File: src/rtl/granular_pause_pkg.sv
package granular_pause_pkg;
   // Reason the running pause ends at the current edge
   typedef enum logic [1:0] {
      GP_END_NONE   = 2'd0,
      GP_END_EXPIRE = 2'd1,
      GP_END_TRAP   = 2'd2
   } gp_end_e;
endpackage

File: src/rtl/gp_prescale.sv
module gp_prescale #(
   parameter int SHIFT = 3
) (
   input  logic clk,
   input  logic rst_n,
   input  logic clear,
   input  logic run,
   output logic tick
);
   generate
      if (SHIFT == 0) begin : g_every_cycle
         logic unused_ok;
         assign unused_ok = &{1'b0, clk, rst_n, clear};
         assign tick = run;
      end else begin : g_divided
         localparam logic [SHIFT-1:0] LAST = {SHIFT{1'b1}};
         logic [SHIFT-1:0] phase_q;

         always_ff @(posedge clk or negedge rst_n) begin
            if (!rst_n) begin
               phase_q <= '0;
            end else if (clear) begin
               phase_q <= '0;
            end else if (run) begin
               phase_q <= phase_q + 1'b1;
            end
         end

         assign tick = run && (phase_q == LAST);
      end
   endgenerate
endmodule

File: src/rtl/gp_stepcount.sv
module gp_stepcount
   import granular_pause_pkg::*;
#(
   parameter int CW = 13
) (
   input  logic          clk,
   input  logic          rst_n,
   input  logic          load,
   input  logic [CW-1:0] load_steps,
   input  logic          tick,
   input  logic          abort,
   output logic          active,
   output logic          fin
);
   localparam logic [CW-1:0] ONE = {{(CW-1){1'b0}}, 1'b1};

   logic [CW-1:0] steps_q;
   logic          active_q;
   logic          fin_q;
   gp_end_e       end_c;

   always_comb begin
      end_c = GP_END_NONE;
      if (active_q && !load) begin
         if (abort) begin
            end_c = GP_END_TRAP;
         end else if (steps_q == '0) begin
            end_c = GP_END_EXPIRE;
         end else if (tick && steps_q == ONE) begin
            end_c = GP_END_EXPIRE;
         end
      end
   end

   always_ff @(posedge clk or negedge rst_n) begin
      if (!rst_n) begin
         steps_q  <= '0;
         active_q <= 1'b0;
         fin_q    <= 1'b0;
      end else if (load) begin
         steps_q  <= load_steps;
         active_q <= 1'b1;
         fin_q    <= 1'b0;
      end else if (end_c != GP_END_NONE) begin
         steps_q  <= '0;
         active_q <= 1'b0;
         fin_q    <= 1'b1;
      end else begin
         fin_q <= 1'b0;
         if (active_q && tick) begin
            steps_q <= steps_q - ONE;
         end
      end
   end

   assign active = active_q;
   assign fin    = fin_q;
endmodule

File: src/rtl/granular_pause_unit.sv
module granular_pause_unit #(
   parameter int VAL_W      = 16,
   parameter int GRAN_SHIFT = 3
) (
   input  logic             clk,
   input  logic             rst_n,
   input  logic             wr_en,
   input  logic [VAL_W-1:0] wr_val,
   input  logic             trap,
   output logic             blocked,
   output logic             done
);
   localparam int CW = VAL_W - GRAN_SHIFT;

   generate
      if (GRAN_SHIFT < 0 || GRAN_SHIFT > 8) begin : g_bad_shift
         $error("GRAN_SHIFT must be within 0..8");
      end
      if (VAL_W <= GRAN_SHIFT) begin : g_bad_width
         $error("VAL_W must exceed GRAN_SHIFT");
      end
   endgenerate

   logic          tick;
   logic          active;
   logic [CW-1:0] steps_in;

   generate
      if (GRAN_SHIFT == 0) begin : g_noscale
         assign steps_in = wr_val;
      end else begin : g_scale
         logic [GRAN_SHIFT-1:0] dropped_bits;
         assign steps_in     = wr_val[VAL_W-1:GRAN_SHIFT];
         assign dropped_bits = wr_val[GRAN_SHIFT-1:0];
         logic unused_ok;
         assign unused_ok = &{1'b0, dropped_bits};
      end
   endgenerate

   gp_prescale #(.SHIFT(GRAN_SHIFT)) u_pre (
      .clk   (clk),
      .rst_n (rst_n),
      .clear (wr_en),
      .run   (active),
      .tick  (tick)
   );

   gp_stepcount #(.CW(CW)) u_cnt (
      .clk        (clk),
      .rst_n      (rst_n),
      .load       (wr_en),
      .load_steps (steps_in),
      .tick       (tick),
      .abort      (trap),
      .active     (active),
      .fin        (done)
   );

   assign blocked = active;
endmodule

File: config.mk
export PLATFORM = sky130hd
export DESIGN_NAME = granular_pause_unit
export DESIGN_NICKNAME = d
export VERILOG_FILES = /design/src/rtl/granular_pause_pkg.sv /design/src/rtl/gp_prescale.sv /design/src/rtl/gp_stepcount.sv /design/src/rtl/granular_pause_unit.sv
export SDC_FILE = /design/constraint.sdc
export NUM_CORES = 1
export LEC_CHECK = 0
export BUFFER_PORTS_ARGS = -buffer_cell sky130_fd_sc_hd__buf_2
export CAP_MARGIN = 30
export CORE_MARGIN = 1
export CORE_UTILIZATION = 53
export CTS_CLUSTER_SIZE = 20
export DETAILED_ROUTE_END_ITERATION = 10
export PLACE_DENSITY_LB_ADDON = 0.2
export SLEW_MARGIN = 25
export SYNTH_ARGS = -nofsm -noshare
export SYNTH_HDL_FRONTEND = slang
export SYNTH_SLANG_ARGS = --single-unit
File: constraint.sdc
create_clock -name clk -period 2.4 [get_ports clk]
set_input_delay 0.48 -clock clk [delete_from_list [all_inputs] [get_ports clk]]
set_output_delay 0.48 -clock clk [all_outputs]
set_load 0.01 [all_outputs]
# [Yosys cells after proc, flatten, opt, wreduce, memory -nomap -nowiden]
# Cells that the tools add are included.
[op_classes] eq_ne=2 n_reduce_logical=10 addsub=2 n_mux=13
[op_table] operator="$mux 13" n=3
[op_table] operator="$eq 13x1->1 const B" n=1
[op_table] operator="$logic_not 13->1" n=1
[op_table] operator="$sub 13x1->13 const B" n=1
[op_table] operator="$mux 2" n=3
[op_table] operator="$mux 3" n=2
[op_table] operator="$reduce_bool 2->1" n=3
[op_table] operator="$mux 1" n=5
[op_table] operator="$logic_and 1x1->1" n=4
[op_table] operator="$add 3x1->3 const B" n=1
[op_table] operator="$eq 3x3->1 const B" n=1
[op_table] operator="$reduce_bool 3->1" n=1
[op_table] operator="$logic_not 1->1" n=1
[totals] ff_bits=18 input_bits=20

# [Depth between registers and ports, before layout]
# Gate-level depths: netlist of the first run.
[logic_depth] ltp_word=10 depth_mapped=8 ltp_nobuf=7

# [Cells and area by module]
# From an unflattened synthesis of the first run, not the netlist that was laid out.
[hier_totals] hier_cells=120 area_unflattened_um2=1144.8
[modules_own_cells] module="gp_stepcount" area_each_um2=997.2 instances=1 cells_each=108
[modules_own_cells] module="gp_prescale" area_each_um2=147.6 instances=1 cells_each=12

# [Worst setup path before layout of the first run]
# No wires, ideal clock.
[synth_path] path_type="register -> register" startpoint="register u_cnt.steps_q[3]" endpoint="register u_cnt.steps_q[11]" setup_ps=119 path_slack_ps=386 arrival_ps=1895 path_buffers=1 stages_incl_launch_ff=7 synth_period_minus_slack_ps=2014 path_cell_list="dfrtp_1 -> or3_4 -> or4b_4 -> o31ai_4 -> buf_6 -> or2_4 -> o21ai_2"
[synth_between] elab_chain_len=9
[synth_rtl] item="from (decl)" line_no="gp_stepcount.sv:17" rtl="logic [CW-1:0] steps_q;"
[synth_rtl] item="from (signal assigned)" line_no="gp_stepcount.sv:41" rtl="steps_q <= load_steps;"
[synth_rtl] item="from (signal assigned)" line_no="gp_stepcount.sv:51" rtl="steps_q <= steps_q - ONE;"
[synth_rtl] item="$eq 13x1->1" line_no="gp_stepcount.sv:29" rtl="end else if (tick && steps_q == ONE) begin"
[synth_rtl] item="$logic_and 1x1->1" line_no="gp_stepcount.sv:29"
[synth_rtl] item="$mux 1" line_no="gp_stepcount.sv:29"
[synth_rtl] item="$mux 2" line_no="gp_stepcount.sv:27" rtl="end else if (steps_q == '0) begin"
[synth_rtl] item="$mux 2" line_no="gp_stepcount.sv:25" rtl="if (abort) begin"
[synth_rtl] item="$mux 2" line_no="gp_stepcount.sv:24" rtl="if (active_q && !load) begin"
[synth_rtl] item="$reduce_bool 2->1" line_no="gp_stepcount.sv:44" rtl="end else if (end_c != GP_END_NONE) begin"
[synth_rtl] item="$mux 13" line_no="gp_stepcount.sv:44"
[synth_rtl] item="$mux 13" line_no="gp_stepcount.sv:40" rtl="end else if (load) begin"
# Several ways; a longest one is shown, not always the timed one. The select of a mux whose other input is x is not followed.
# A chain may end at the register's enable or synchronous reset.

# [Worst setup path after layout of the first run]
[layout_path] startpoint="register u_cnt.steps_q[3]" endpoint="register u_cnt.steps_q[0]"
[layout_between] elab_chain_len=9
[layout_rtl] item="$eq 13x1->1" line_no="gp_stepcount.sv:29"
[layout_rtl] item="$logic_and 1x1->1" line_no="gp_stepcount.sv:29"
[layout_rtl] item="$mux 1" line_no="gp_stepcount.sv:29"
[layout_rtl] item="$mux 2 *" line_no="gp_stepcount.sv:27"
[layout_rtl] item="$mux 2 *" line_no="gp_stepcount.sv:25"
[layout_rtl] item="$mux 2 *" line_no="gp_stepcount.sv:24"
[layout_rtl] item="$reduce_bool 2->1 *" line_no="gp_stepcount.sv:44"
[layout_rtl] item="$mux 13" line_no="gp_stepcount.sv:44"
[layout_rtl] item="$mux 13" line_no="gp_stepcount.sv:40"
# Every way passes the cells marked *; elsewhere a longest branch is shown, timed or not.

==> qor.txt, run 1 <==
initial core utilization: 55.9%
core footprint: 1940 µm²
layout cell share with drive strength beyond 1: 24.3%
Area Growth Syn to Fin: 13.8%
clk slew on worst S/H paths: 0.10 ns
Final Hold Viols: 0
die area: 2230 µm²
most numerous cell in the Yosys netlist: dfrtp_1
Syn Area/Cell: 9.35 µm²
yosys warns: 0
Slew HR: 65.7%
Area contributors post-synth: dfrtp_1 (42%), ha_1 (5.8%), nand2_1 (5.5%)
Cell variety after synth: 30
status: finished clean
TritonCTS clock tree: built
clk buf depth: 2
DPL Wire Length: 1.54 mm
FILL cells: 182
# clock sinks: 18
via count: 916
pre-CTS worst setup slack: 0.168 ns
Critical Path RT: 2.56 ns
# nets final: 163
I/O Pins: 22
Post-Syn Nets: 141
vias per cell: 5.62
HP Class: in2async
Worst EP arrival: 2.39 ns
Tightest Pin Transition: 0.515 ns
CP Launch Type: flop
CTS Hold Bufs: 0
vias in the first global route: 804
maxcap violations: 0
residual DRC count: 0
# setup viols final: 0
cell taking the most area after synthesis: dfrtp_1
fmax: 0.449 GHz
Setup Buffers After CTS: 0
PostCTS Resize Cnt: 0
Yosys top cell area share: 41.5%
unrepaired setup endpoints after global routing: no
first-pass GRT wire length: 3.37 mm
register area share after synthesis: 41.5%
global router's overall resource usage: 21.4%
worst clock skew: 0.00482 ns
clk_lat worst skew: 0.29 ns
crit path capture type: flop
Mapped Cells: 116
clock period minus final worst setup slack: 2.23 ns
final worst-path setup slack: 0.172 ns
number of synthesized register bits: 18
Post-Syn Area: 1080 µm²
GR Overflow Total: 0
clock root buffer: clkbuf_4
fin crit share: 92.8%
H-tree depth: 1
Pleak: 0.564 nW
Antenna Nets Post-Route: 0
Post-synth EDFFs: 0
Top FF cell, synth: dfrtp_1
most frequent cells after synthesis: dfrtp_1 (18), nand2_1 (16), nor2_1 (10)
die height: 47.2 µm
initial antenna violation count: 0
Peak VDD IR: 0.321 mV
Multi-input gate area: 589 µm²
Max FO, Critical Path: 9
wire per inst: 12.9 µm
num rows: 16
Port Buf Inserts: 18
power per cell area: 523 nW/µm²
largest net degree at the start of global routing: 33
setup TNS: 0 ns
FF/Latch Area: 450 µm²
Final Max Slew Viols: 0
Initial DRC Count: 32
# diodes: 0
routed wire length: 2.10 mm
TritonRoute pass-1 iters: 4
critical path class: reg2reg
CTS buffer count: 3
DIE WIDTH: 47.2 µm
Placer Congestion: 0.798
Async SR Flop Fraction: 100%
## where the power goes
part / switching, mW / internal, mW
logic: 0.0775 / 0.0667
clock network: 0.0898 / 0.0583
registers: 0.0247 / 0.329
total: 0.192 / 0.454
## state kept, by name, indices dropped and copies added, names as in the netlist
| register | flops |
|---|---|
| u_cnt.steps_q | 13 |
| u_pre.g_divided.phase_q | 3 |
| u_cnt.active | 1 |
| u_cnt.fin | 1 |
## through the flow
step / total power [mW] / util (%) / cells / instance area (µm²) / hold WS, ns
floorplan: 0.458 / - / 116 / 1080 / 0.184
global placement: 0.498 / 62.4 / 160 / 1210 / 0.427
detailed placement: 0.504 / 62.4 / 160 / 1210 / 0.430
CTS: 0.653 / 63.6 / 163 / 1230 / 0.107
global route: 0.688 / 63.6 / 163 / 1230 / 0.117
finish: 0.646 / 63.6 / 163 / 1230 / 0.103
## cell usage in the layout, fill, tap and decap left out
master / instances
buf_2: 18
dfrtp_1: 18
nand2_1: 16
nor2_1: 10
o31ai_1: 8
xnor2_1: 6
inv_1: 5
ha_1: 5
a31oi_1: 4
nor3_1: 4
nand3_1: 4
o21ai_0: 4
a21oi_1: 4
buf_4: 4
xor2_1: 3
clkbuf_4: 3
or3_1: 2
nor4_1: 2
o21ai_2: 2
a311o_1: 2
mux2i_1: 2
or3_4: 1
or4b_4: 1
o31ai_4: 1
nor2b_1: 1
a311o_2: 1
o211ai_1: 1
or2_2: 1
or2_4: 1
o31a_1: 1
o21bai_1: 1
## final cells by class
| cell class | count | area share [%] |
|---|---|---|
| clock buffer | 3 | 1.82 |
| inverter | 5 | 1.52 |
| multi-input combinational | 88 | 47.7 |
| sequential | 18 | 36.5 |
| tap | 27 | 2.74 |
| timing repair buffer | 22 | 9.73 |
## logic make-up after synthesis
logic type | after synthesis | share of synthesized area, %
buf+inv | 10 | 4.15
fa+ha+maj | 5 | 5.77
mux | 2 | 1.85
xor+xnor | 9 | 7.27
simple gates | 43 | 19.3
compound gates | 29 | 20.2
flops | 18 | 41.5
## per-layer routing
metal | part of all wire, % | global-route usage [%] | vias up
met5 | 0 | 0 | -
met4 | 0.67 | 8.57 | 0
met3 | 4.8 | 2.31 | 2
met2 | 48 | 34.8 | 32
met1 | 46 | 29.0 | 427
li1 | - | - | 455
## worst max-delay path, stage by stage, from the launching register on
cell	delay [ns]
dfrtp_1	0.43
or3_4	0.41
or4b_4	0.56
o31ai_4	0.39
buf_4	0.23
o31ai_1	0.08
## final timing paths
kind	cells past startpoint	start	end	slack [ns]
max	5	u_cnt.steps_q[3]	u_cnt.steps_q[0]	0.17
min	1	rst_n	u_cnt.active	0.10
max reg2reg	5	u_cnt.steps_q[3]	u_cnt.steps_q[0]	0.17
min reg2reg	2	u_pre.g_divided.phase_q[1]	u_pre.g_divided.phase_q[1]	0.54
max in group asynchronous	1	rst_n	u_cnt.steps_q[8]	2.01
min in group clk	3	wr_val[8]	u_cnt.steps_q[5]	0.38
Note: power is estimated with default switching activity, not from simulation.
==> run 2, diff against run 1 <==
Settings changed: CORE_ASPECT_RATIO set to 1.2.
==> run 2 against run 1 <==
Compared with the run above:
- register-to-register slack improved by 0.08 ns
- global-route usage increased by 1.5 points
- sequential cell count unchanged
- setup slack better by 0.078 ns
- maximum frequency grew 3.6%
- count of clock-buffer cells in the layout unchanged
- combinational power hardly changed
- routed wire length is 0.24% lower
==> qor.txt, run 2 (synthesized netlist as in run 1, its figures left out) <==
clk slew on worst S/H paths: 0.10 ns
TritonRoute pass-1 iters: 6
largest register by flop count: u_cnt.steps_q
PostCTS Resize Cnt: 0
most frequent cells in the layout: buf_2 (18), dfrtp_1 (18), nand2_1 (16)
max reg flops: 13
Max FO, Critical Path: 8
Slew HR: 67.2%
Final Hold Viols: 0
# setup viols final: 0
TritonCTS clock tree: built
vias in the first global route: 879
initial antenna violation count: 0
maxcap violations: 0
Peak VDD IR: 0.355 mV
HP Class: in2async
power per cell area: 531 nW/µm²
biggest regs: u_cnt.steps_q: 13 flops, u_pre.g_divided.phase_q: 3 flops
# diodes: 0
num rows: 17
I/O Pins: 22
crit path capture type: flop
H-tree depth: 1
# clock sinks: 18
FF/Latch Area: 450 µm²
Placer Congestion: 0.839
global router's overall resource usage: 22.9%
Antenna Nets Post-Route: 0
CP Launch Type: flop
fmax: 0.465 GHz
unrepaired setup endpoints after global routing: no
Port Buf Inserts: 18
CTS buffer count: 3
worst clock skew: 0.00307 ns
status: finished clean
Critical Path RT: 2.58 ns
DPL Wire Length: 1.50 mm
first-pass GRT wire length: 3.79 mm
Final Max Slew Viols: 0
clock root buffer: clkbuf_4
DP Area: 1200 µm²
FILL cells: 169
wire per inst: 13.5 µm
fin crit share: 89.6%
DIE WIDTH: 43.3 µm
vias per cell: 5.77
die height: 51.6 µm
clock period minus final worst setup slack: 2.15 ns
via count: 894
residual DRC count: 0
setup TNS: 0 ns
Setup Buffers After CTS: 0
clk buf depth: 2
critical path class: reg2reg
layout cell share with drive strength beyond 1: 24.3%
Tightest Pin Transition: 0.492 ns
Initial DRC Count: 18
Multi-input gate area: 589 µm²
Total Power: 0.650 mW
GR Overflow Total: 0
Area Growth Syn to Fin: 12.9%
largest net degree at the start of global routing: 33
initial core utilization: 58.0%
# nets final: 163
die area: 2230 µm²
Pleak: 0.564 nW
cell area after layout: 1220 µm²
Worst EP arrival: 2.33 ns
routed wire length: 2.09 mm
clk_lat worst skew: 0.30 ns
core footprint: 1870 µm²
CTS Hold Bufs: 0
run 2: cell counts in the layout (fill, tap and decap cells not counted):
No cell type changed its count.
run 2: routing by layer:
metal | global-route usage [%] | vias to the layer above | wire [µm] | part of all wire, %
li1 | - | 458 | - | -
met1 | 28.4 | 414 | 990 | 47
met2 | 36.6 | 19 | 1010 | 48
met3 | 5.21 | 3 | 61 | 2.9
met4 | 12.6 | 0 | 30 | 1.4
met5 | 0 | - | 0 | 0
run 2: critical path: stages, from the launching register on:
cell     delay [ns]
dfrtp_1        0.43
or3_4          0.42
or4b_4         0.55
o31ai_4        0.31
buf_4          0.23
o31ai_1        0.08
run 2: where the power goes:
part / internal (mW) / switching [mW] / total, mW
clock: 0.0587 / 0.0935 / 0.152
combinational: 0.0668 / 0.0761 / 0.143
sequential: 0.329 / 0.0253 / 0.355
run 2: final cells by class:
class	instances	area share, %
Inverter	5	1.53
Clock buffer	3	1.84
Multi-Input combinational cell	88	48.1
Tap cell	19	1.94
Timing Repair Buffer	22	9.81
Sequential cell	18	36.8
run 2: metrics by stage:
stage | std cells | worst slack, ns | hold slack (ns) | utilization (%)
3_5_place_dp | 152 | 0.253 | 0.440 | 64.2
6_report | 155 | 0.250 | 0.0889 | 65.4
2_1_floorplan | 116 | 0.386 | 0.184 | -
3_3_place_gp | 152 | 0.270 | 0.431 | 64.2
4_1_cts | 155 | 0.238 | 0.105 | 65.4
5_1_grt | 155 | 0.120 | 0.120 | 65.4
run 2: final timing paths:
check / start / endpoint / slack (ns) / cells after the start
setup / recovery: u_cnt.steps_q[3] / u_cnt.steps_q[4] / 0.25 / 5
hold / removal: rst_n / u_cnt.fin / 0.09 / 1
setup reg to reg: u_cnt.steps_q[3] / u_cnt.steps_q[4] / 0.25 / 5
hold reg to reg: u_pre.g_divided.phase_q[1] / u_pre.g_divided.phase_q[1] / 0.55 / 2
max in group asynchronous: rst_n / u_cnt.steps_q[9] / 2.02 / 1
min in group clk: wr_val[5] / u_cnt.steps_q[2] / 0.37 / 3
